**src/rtl/hm_pkg.sv**
```systemverilog
package hm_pkg;

  typedef enum logic [1:0] {
    K_NONE    = 2'd0,
    K_REFRESH = 2'd1,
    K_RETIRE  = 2'd2
  } kind_e;

  // The limits are usable only when the relocation limit lies strictly above
  // the rewrite limit.
  function automatic logic f_cfg_ok(input int unsigned thr_ref,
                                    input int unsigned thr_ret);
    return thr_ret > thr_ref;
  endfunction

  // Grade one read. The relocation test is made first, so it takes priority.
  function automatic kind_e f_grade(input int unsigned errs,
                                    input int unsigned thr_ref,
                                    input int unsigned thr_ret,
                                    input logic        blk_bad);
    if (!f_cfg_ok(thr_ref, thr_ret)) return K_NONE;
    if (blk_bad)                     return K_NONE;
    if (errs > thr_ret)              return K_RETIRE;
    if (errs >= thr_ref)             return K_REFRESH;
    return K_NONE;
  endfunction

endpackage

```
**src/rtl/hm_classify.sv**
```systemverilog
module hm_classify
  import hm_pkg::*;
#(
  parameter int CNT_W = 8
)(
  input  logic             clk,
  input  logic             rst_n,
  input  logic             rd_done,
  input  logic [CNT_W-1:0] rd_errs,
  input  logic [CNT_W-1:0] thr_ref,
  input  logic [CNT_W-1:0] thr_ret,
  input  logic             blk_bad,
  output logic             ev_vld,
  output kind_e            ev_kind,
  output logic             cfg_bad
);

  kind_e grade;

  always_comb begin
    grade   = f_grade(32'(rd_errs), 32'(thr_ref), 32'(thr_ret), blk_bad);
    cfg_bad = !f_cfg_ok(32'(thr_ref), 32'(thr_ret));
    ev_vld  = rd_done && (grade != K_NONE);
    ev_kind = grade;
  end

  AST_CFG_BLOCKS: assert property (@(posedge clk) disable iff (!rst_n)
    (thr_ret <= thr_ref) |-> !ev_vld);
  AST_BAD_SILENT: assert property (@(posedge clk) disable iff (!rst_n)
    (rd_done && blk_bad) |-> !ev_vld);
  AST_RETIRE_ABOVE: assert property (@(posedge clk) disable iff (!rst_n)
    (ev_vld && ev_kind == K_RETIRE) |-> (rd_errs > thr_ret));
  AST_REFRESH_BAND: assert property (@(posedge clk) disable iff (!rst_n)
    (ev_vld && ev_kind == K_REFRESH) |-> (rd_errs >= thr_ref && rd_errs <= thr_ret));

endmodule

```
**src/rtl/hm_badmap.sv**
```systemverilog
module hm_badmap #(
  parameter int NBLK  = 64,
  parameter int BLK_W = $clog2(NBLK)
)(
  input  logic             clk,
  input  logic             rst_n,
  input  logic             set_en,
  input  logic [BLK_W-1:0] set_blk,
  input  logic [BLK_W-1:0] look_blk,
  output logic             look_bad,
  input  logic [BLK_W-1:0] chk_blk,
  output logic             chk_bad
);

  logic [NBLK-1:0] bits_q;

  for (genvar i = 0; i < NBLK; i++) begin : g_bit
    always_ff @(posedge clk) begin
      if (!rst_n)                                  bits_q[i] <= 1'b0;
      else if (set_en && set_blk == BLK_W'(i))     bits_q[i] <= 1'b1;
    end
  end

  assign look_bad = bits_q[look_blk];
  assign chk_bad  = bits_q[chk_blk];

  AST_BAD_KEEPS: assert property (@(posedge clk) disable iff (!rst_n)
    ((bits_q & $past(bits_q)) == $past(bits_q)));
  AST_SET_LANDS: assert property (@(posedge clk) disable iff (!rst_n)
    set_en |=> bits_q[$past(set_blk)]);

endmodule

```
**src/rtl/hm_reqslots.sv**
```systemverilog
module hm_reqslots
  import hm_pkg::*;
#(
  parameter int BLK_W = 6
)(
  input  logic             clk,
  input  logic             rst_n,
  input  logic             ev_vld,
  input  kind_e            ev_kind,
  input  logic [BLK_W-1:0] ev_blk,
  input  logic             ack,
  output logic             accept,
  output logic             out_vld,
  output kind_e            out_kind,
  output logic [BLK_W-1:0] out_blk,
  output logic             q_vld,
  output logic             ovf
);

  kind_e            q_kind;
  logic [BLK_W-1:0] q_blk;
  logic             take;     // presented slot retires this edge
  logic             full;     // no room for a new event

  assign take   = out_vld && ack;
  assign full   = out_vld && !take && q_vld;
  assign accept = ev_vld && !full;

  always_ff @(posedge clk) begin
    if (!rst_n) begin
      out_vld  <= 1'b0;
      out_kind <= K_NONE;
      out_blk  <= '0;
      q_vld    <= 1'b0;
      q_kind   <= K_NONE;
      q_blk    <= '0;
      ovf      <= 1'b0;
    end else if (out_vld && !take) begin
      if (ev_vld && !q_vld) begin
        q_vld  <= 1'b1;
        q_kind <= ev_kind;
        q_blk  <= ev_blk;
      end else if (ev_vld) begin
        ovf <= 1'b1;
      end
    end else if (q_vld) begin
      out_vld  <= 1'b1;
      out_kind <= q_kind;
      out_blk  <= q_blk;
      q_vld    <= ev_vld;
      q_kind   <= ev_kind;
      q_blk    <= ev_blk;
    end else begin
      out_vld  <= ev_vld;
      out_kind <= ev_kind;
      out_blk  <= ev_blk;
    end
  end

  AST_HOLD_UNTIL_ACK: assert property (@(posedge clk) disable iff (!rst_n)
    (out_vld && !ack) |=> (out_vld && $stable(out_kind) && $stable(out_blk)));
  AST_QUEUE_BEHIND: assert property (@(posedge clk) disable iff (!rst_n)
    q_vld |-> out_vld);
  AST_OVF_STICKY: assert property (@(posedge clk) disable iff (!rst_n)
    ovf |=> ovf);
  AST_DROP_FLAGS: assert property (@(posedge clk) disable iff (!rst_n)
    (ev_vld && !accept) |=> ovf);

endmodule

```
**src/rtl/hm_rd_health.sv**
```systemverilog
module hm_rd_health
  import hm_pkg::*;
#(
  parameter int NBLK  = 64,
  parameter int CNT_W = 8,
  parameter int BLK_W = $clog2(NBLK)
)(
  input  logic             clk,
  input  logic             rst_n,
  input  logic             rd_done,
  input  logic [BLK_W-1:0] rd_blk,
  input  logic [CNT_W-1:0] rd_errs,
  input  logic [CNT_W-1:0] thr_refresh,
  input  logic [CNT_W-1:0] thr_retire,
  input  logic             req_ack,
  output logic             refresh_req,
  output logic             retire_req,
  output logic [BLK_W-1:0] req_blk,
  output logic             busy,
  output logic             ovf,
  output logic             cfg_bad,
  input  logic [BLK_W-1:0] chk_blk,
  output logic             chk_bad
);

  logic  blk_bad;
  logic  ev_vld;
  kind_e ev_kind;
  logic  accept;
  logic  mark_en;
  logic  out_vld;
  kind_e out_kind;
  logic  q_vld;

  hm_classify #(.CNT_W(CNT_W)) u_cls (
    .clk(clk), .rst_n(rst_n), .rd_done(rd_done), .rd_errs(rd_errs),
    .thr_ref(thr_refresh), .thr_ret(thr_retire), .blk_bad(blk_bad),
    .ev_vld(ev_vld), .ev_kind(ev_kind), .cfg_bad(cfg_bad)
  );

  assign mark_en = accept && (ev_kind == K_RETIRE);

  hm_badmap #(.NBLK(NBLK), .BLK_W(BLK_W)) u_map (
    .clk(clk), .rst_n(rst_n), .set_en(mark_en), .set_blk(rd_blk),
    .look_blk(rd_blk), .look_bad(blk_bad), .chk_blk(chk_blk), .chk_bad(chk_bad)
  );

  hm_reqslots #(.BLK_W(BLK_W)) u_slots (
    .clk(clk), .rst_n(rst_n), .ev_vld(ev_vld), .ev_kind(ev_kind), .ev_blk(rd_blk),
    .ack(req_ack), .accept(accept), .out_vld(out_vld), .out_kind(out_kind),
    .out_blk(req_blk), .q_vld(q_vld), .ovf(ovf)
  );

  assign refresh_req = out_vld && (out_kind == K_REFRESH);
  assign retire_req  = out_vld && (out_kind == K_RETIRE);
  assign busy        = out_vld;

  AST_ONE_KIND: assert property (@(posedge clk) disable iff (!rst_n)
    $onehot0({refresh_req, retire_req}));
  AST_BUSY_MATCH: assert property (@(posedge clk) disable iff (!rst_n)
    busy == (refresh_req || retire_req));
  AST_NO_MARK_WHEN_CFG: assert property (@(posedge clk) disable iff (!rst_n)
    cfg_bad |-> !mark_en);

endmodule

```
**config.mk**
```make
export PLATFORM = sky130hd
export DESIGN_NAME = hm_rd_health
export DESIGN_NICKNAME = d
export VERILOG_FILES = /design/src/rtl/hm_pkg.sv /design/src/rtl/hm_classify.sv /design/src/rtl/hm_badmap.sv /design/src/rtl/hm_reqslots.sv /design/src/rtl/hm_rd_health.sv
export SDC_FILE = /design/constraint.sdc
export NUM_CORES = 1
export LEC_CHECK = 0
export BUFFER_PORTS_ARGS = -buffer_cell sky130_fd_sc_hd__buf_4
export CORE_MARGIN = 2
export CORE_UTILIZATION = 60
export DETAILED_ROUTE_END_ITERATION = 8
export GPL_TIMING_DRIVEN = 0
export PLACE_DENSITY_LB_ADDON = 0.08
export RECOVER_POWER = 100
export SLEW_MARGIN = 5
export SYNTH_ARGS = -nofsm -noshare
export SYNTH_HDL_FRONTEND = slang
export SYNTH_SLANG_ARGS = --single-unit
```
**constraint.sdc**
```tcl
create_clock -name clk -period 5.9 [get_ports clk]
set_clock_uncertainty 0.1 [all_clocks]
set_input_delay 0.295 -clock clk [delete_from_list [all_inputs] [get_ports clk]]
set_output_delay 0.295 -clock clk [all_outputs]
set_load 0.02 [all_outputs]
```
==> impl_results.md <==
* Inserted Clock Buffers at 9
* Crit path max fanout at 10
* Final weighted congestion in routability-driven placement at 0.9399
* Net Count, Synth at 561
* Worst ir drop on vdd at 0.2280 mV
* Worst Setup End Kind: primary output
* Met2 track demand over resource in global routing at 48.90%
* Combinational family with the most area after synthesis: multiplexers
* Half-perimeter wire length after detailed placement at 9277 um
* Post-CTS setup buffer count at 0
* Remaining antenna violation count at 0
* Worst max-slew margin expressed relative to the limit at 33.51%
* FMAX at 267.2 MHz
* Path depth of the worst reg2reg path at 9
* Final routed wire length divided by cell count at 18.65 um
* Most Crowded Layer GR: met2
* Mapped Area at 4591 sq um
* Overall power after layout at 1139 uW
* Combinational cell fraction of total power at 13.4%
* Cell at the root of the clock tree: clkbuf_8
* Clock transition time at the flip-flop clock pins of the worst setup and hold paths at 0.09 ns
* Minimum setup slack among reg-to-reg paths at 2.75 ns
* Portion of netlist area occupied by mux cells at 21.67%
* Switching power as a share of total power at 27.71%
* Critical path capture point: chk_bad
* Leading post-synthesis cells by cell area: dfxtp_1 36%, mux4_2 14%, nand2_1 8.8%, mux2i_1 7.2%, ha_1 6.5%
* Total count of hold-check failures in the final report at 0
* Actual slew at the worst max-slew pin at 0.9974 ns
* Critical path class: input port to primary output
* Initial antenna violation count at 0
* Post-layout utilization of the core at 70.63%
* Compound-Gate Fraction of Synth Area at 15.13%
* Worst r2r dst: u_map.bits_q[55]
* Number of slew-limit violations in the final report at 0
* Die outline height at 91.47 um
* Effective utilization at floorplan at 62.62%
* Gates resized, CTS repair at 0
* Worst reg2reg startpoint: u_map.bits_q[63]
* Total number of vias at 4098
* TritonCTS clock tree: yes
* Total number of clock tree sinks at 83
* Met3 Resource Use GR at 6.722%
* Die footprint at 8367 sq um
* Number of I/O port buffers at 47
* Count of yosys warnings during synthesis at 0
* Setup slack at placement at 2.144 ns
* Most common cell after layout, fill and taps aside: nand2_1
* Fraction of final layout cells with drive strength greater than 1 at 15.36%
* Kind of launch point of the worst setup path: input port
* Post-Synthesis Mean Instance Area at 9.237 sq um
* Clock network fraction of total power at 36.9%
* Layout area overhead at 12.78%
* Area of all sequential standard cells at 1662 sq um
* Placement row count at 31
* Number of max-capacitance violations reported at 0
* Post-Synth XOR/XNOR Area at 0%
* Final critical-path required period at 3.742 ns
* Hold-critical path depth at 3
* Global Route met1 Usage at 42.55%
* Cell Pwr Density at 220.1 nW/um^2
* # DRC at 0
* Cell taking the most area after synthesis: dfxtp_1
* Setup repair after global routing missed its margin: no
* Sequential area share after synthesis at 36.20%
* Startpoint of the worst setup timing path: chk_blk[0]
* Static leakage at 0.002103 uW
* Number of global-route vias before repair at 3970
* NetSw at 315.8 uW
* Global-route usage over all layers at 31.11%
* Hold WC Path Type: input port to flop
* Result of the run: finished clean
* Post-route clock period utilization at 63.43%
* Mapped Cells at 497
* Die span in x at 91.47 um
* Final #Nets at 619
* Hold buffer count at cts at 0
* Total Negative Setup Slacks at 0 ns
* H-tree levels at 3
* Area of the core at 7331 sq um
* Synthesized flop and latch total at 83
* Drt first pass iters at 8
* Internal power at 823.6 uW
* ANT cells at 0
* Fraction of the mapped netlist area in adder cells at 6.541%
* Post-synth top area share at 36.20%
* Most used cells in the layout excluding fill and tap cells: 108 x nand2_1, 83 x dfxtp_1, 66 x o21ai_0
* Final-layout fill cell count at 582
* Worst Path Required at 5.51 ns
* Clock Path Buffers at 2
* Arrival time at the worst endpoint at 3.35 ns
* Multi-input gate area at 2663 sq um
* Clock latency on the worst-skew pair at 0.38 ns
* Post-detailed-route via-to-cell ratio at 6.219
* Setup-failing EPs final at 0
* Count of pins on the block boundary at 52
* Final WL at 12290 um
* Portion of total power attributed to sequential cells at 49.7%
* Overall overflow remaining after global route at 0
* Count of unique library cells instantiated by Yosys at 38
* Simple-gate portion of the synthesized area at 14.88%
* Smallest setup slack after layout at 2.158 ns
* Wire length of the first global-routing pass at 20070 um
* Pin count of the biggest net entering global routing at 16
* Number of design-rule violations left by the first detailed-router iteration at 377
cell usage after synthesis (all sizes together):
cell type	n
a211oi	4
dfxtp	83
a2111oi	1
buf	14
o211a	7
mux2i	33
nor3b	1
o211ai	3
o22ai	2
nor2b	6
mux2	1
or4	4
nor2	9
clkbuf	21
nor4	2
nand4	6
o31a	2
nand2	108
o21a	4
and3b	1
inv	21
nand3	7
a41oi	1
a22oi	5
mux4	29
a21boi	1
ha	24
o21ai	70
a21o	3
and3	6
nand2b	4
o31ai	1
a21oi	13
sequential cells by signal, summed over array words and instances, names as in the netlist:
register / count
u_map.bits_q: 64
u_slots.out_blk: 6
u_slots.q_blk: 6
u_slots.out_kind: 2
u_slots.q_kind: 2
u_slots.out_vld: 1
u_slots.ovf: 1
u_slots.q_vld: 1
power by group through the flow:
stage | Combinational (uW) | Clock, uW | Sequential (uW)
global placement | 151 | 0 | 579
floorplan | 92.8 | 0 | 583
finish | 153 | 420 | 566
detailed placement | 156 | 0 | 579
global route | 168 | 439 | 567
CTS | 157 | 418 | 566
cells by family after synthesis:
family,count (synthesis)
flops,83
compound gates,117
fa+ha+maj,24
mux,63
buf+inv,56
simple gates,154
stage by stage:
| stage | area (sq um) | instances | hold WS (ns) |
|---|---|---|---|
| 2_1_floorplan | 4591 | 497 | 0.3327 |
| 6_report | 5177 | 659 | 0.09580 |
| 3_5_place_dp | 5067 | 643 | 0.3537 |
| 5_1_grt | 5177 | 659 | 0.1489 |
| 4_1_cts | 5265 | 659 | 0.09830 |
| 3_3_place_gp | 5067 | 643 | 0.3434 |
metal layers:
layer  vias to the layer above  share of wire (%)  routed length, um
met2                       207                 46               5684
met5                         -                  0                  0
met3                        28                9.3               1144
li1                       1902                  -                  -
met1                      1961                 42               5164
met4                         0                2.4                295
worst min path at each step:
stage | slack [ns] | from | endpoint
final | 0.1 | rd_blk[4] | u_slots.q_blk[4]
after global routing | 0.15 | rd_blk[4] | u_slots.q_blk[4]
after CTS | 0.1 | rd_blk[4] | u_slots.q_blk[4]
after detailed placement | 0.35 | u_map.bits_q[38] | u_map.bits_q[38]
after global placement | 0.34 | u_map.bits_q[44] | u_map.bits_q[44]
after floorplan | 0.33 | u_map.bits_q[30] | u_map.bits_q[30]
cell type report:
| type | count | share of cell area (%) |
|---|---|---|
| clock buffers | 9 | 2.392 |
| multi-input cells | 358 | 51.43 |
| inverters | 21 | 1.522 |
| clock inverters | 7 | 1.426 |
| well taps | 99 | 2.392 |
| flip-flops and latches | 83 | 32.09 |
| repair buffers | 47 | 5.945 |
| plain buffers | 35 | 2.803 |
worst max-delay path: stages:
cell and delay (ns):
clkbuf_1 0.45, clkbuf_1 0.81, mux4_2 0.66, mux4_2 0.50, mux4_2 0.46, buf_4 0.17
Note: power is estimated with default switching activity, not from simulation.
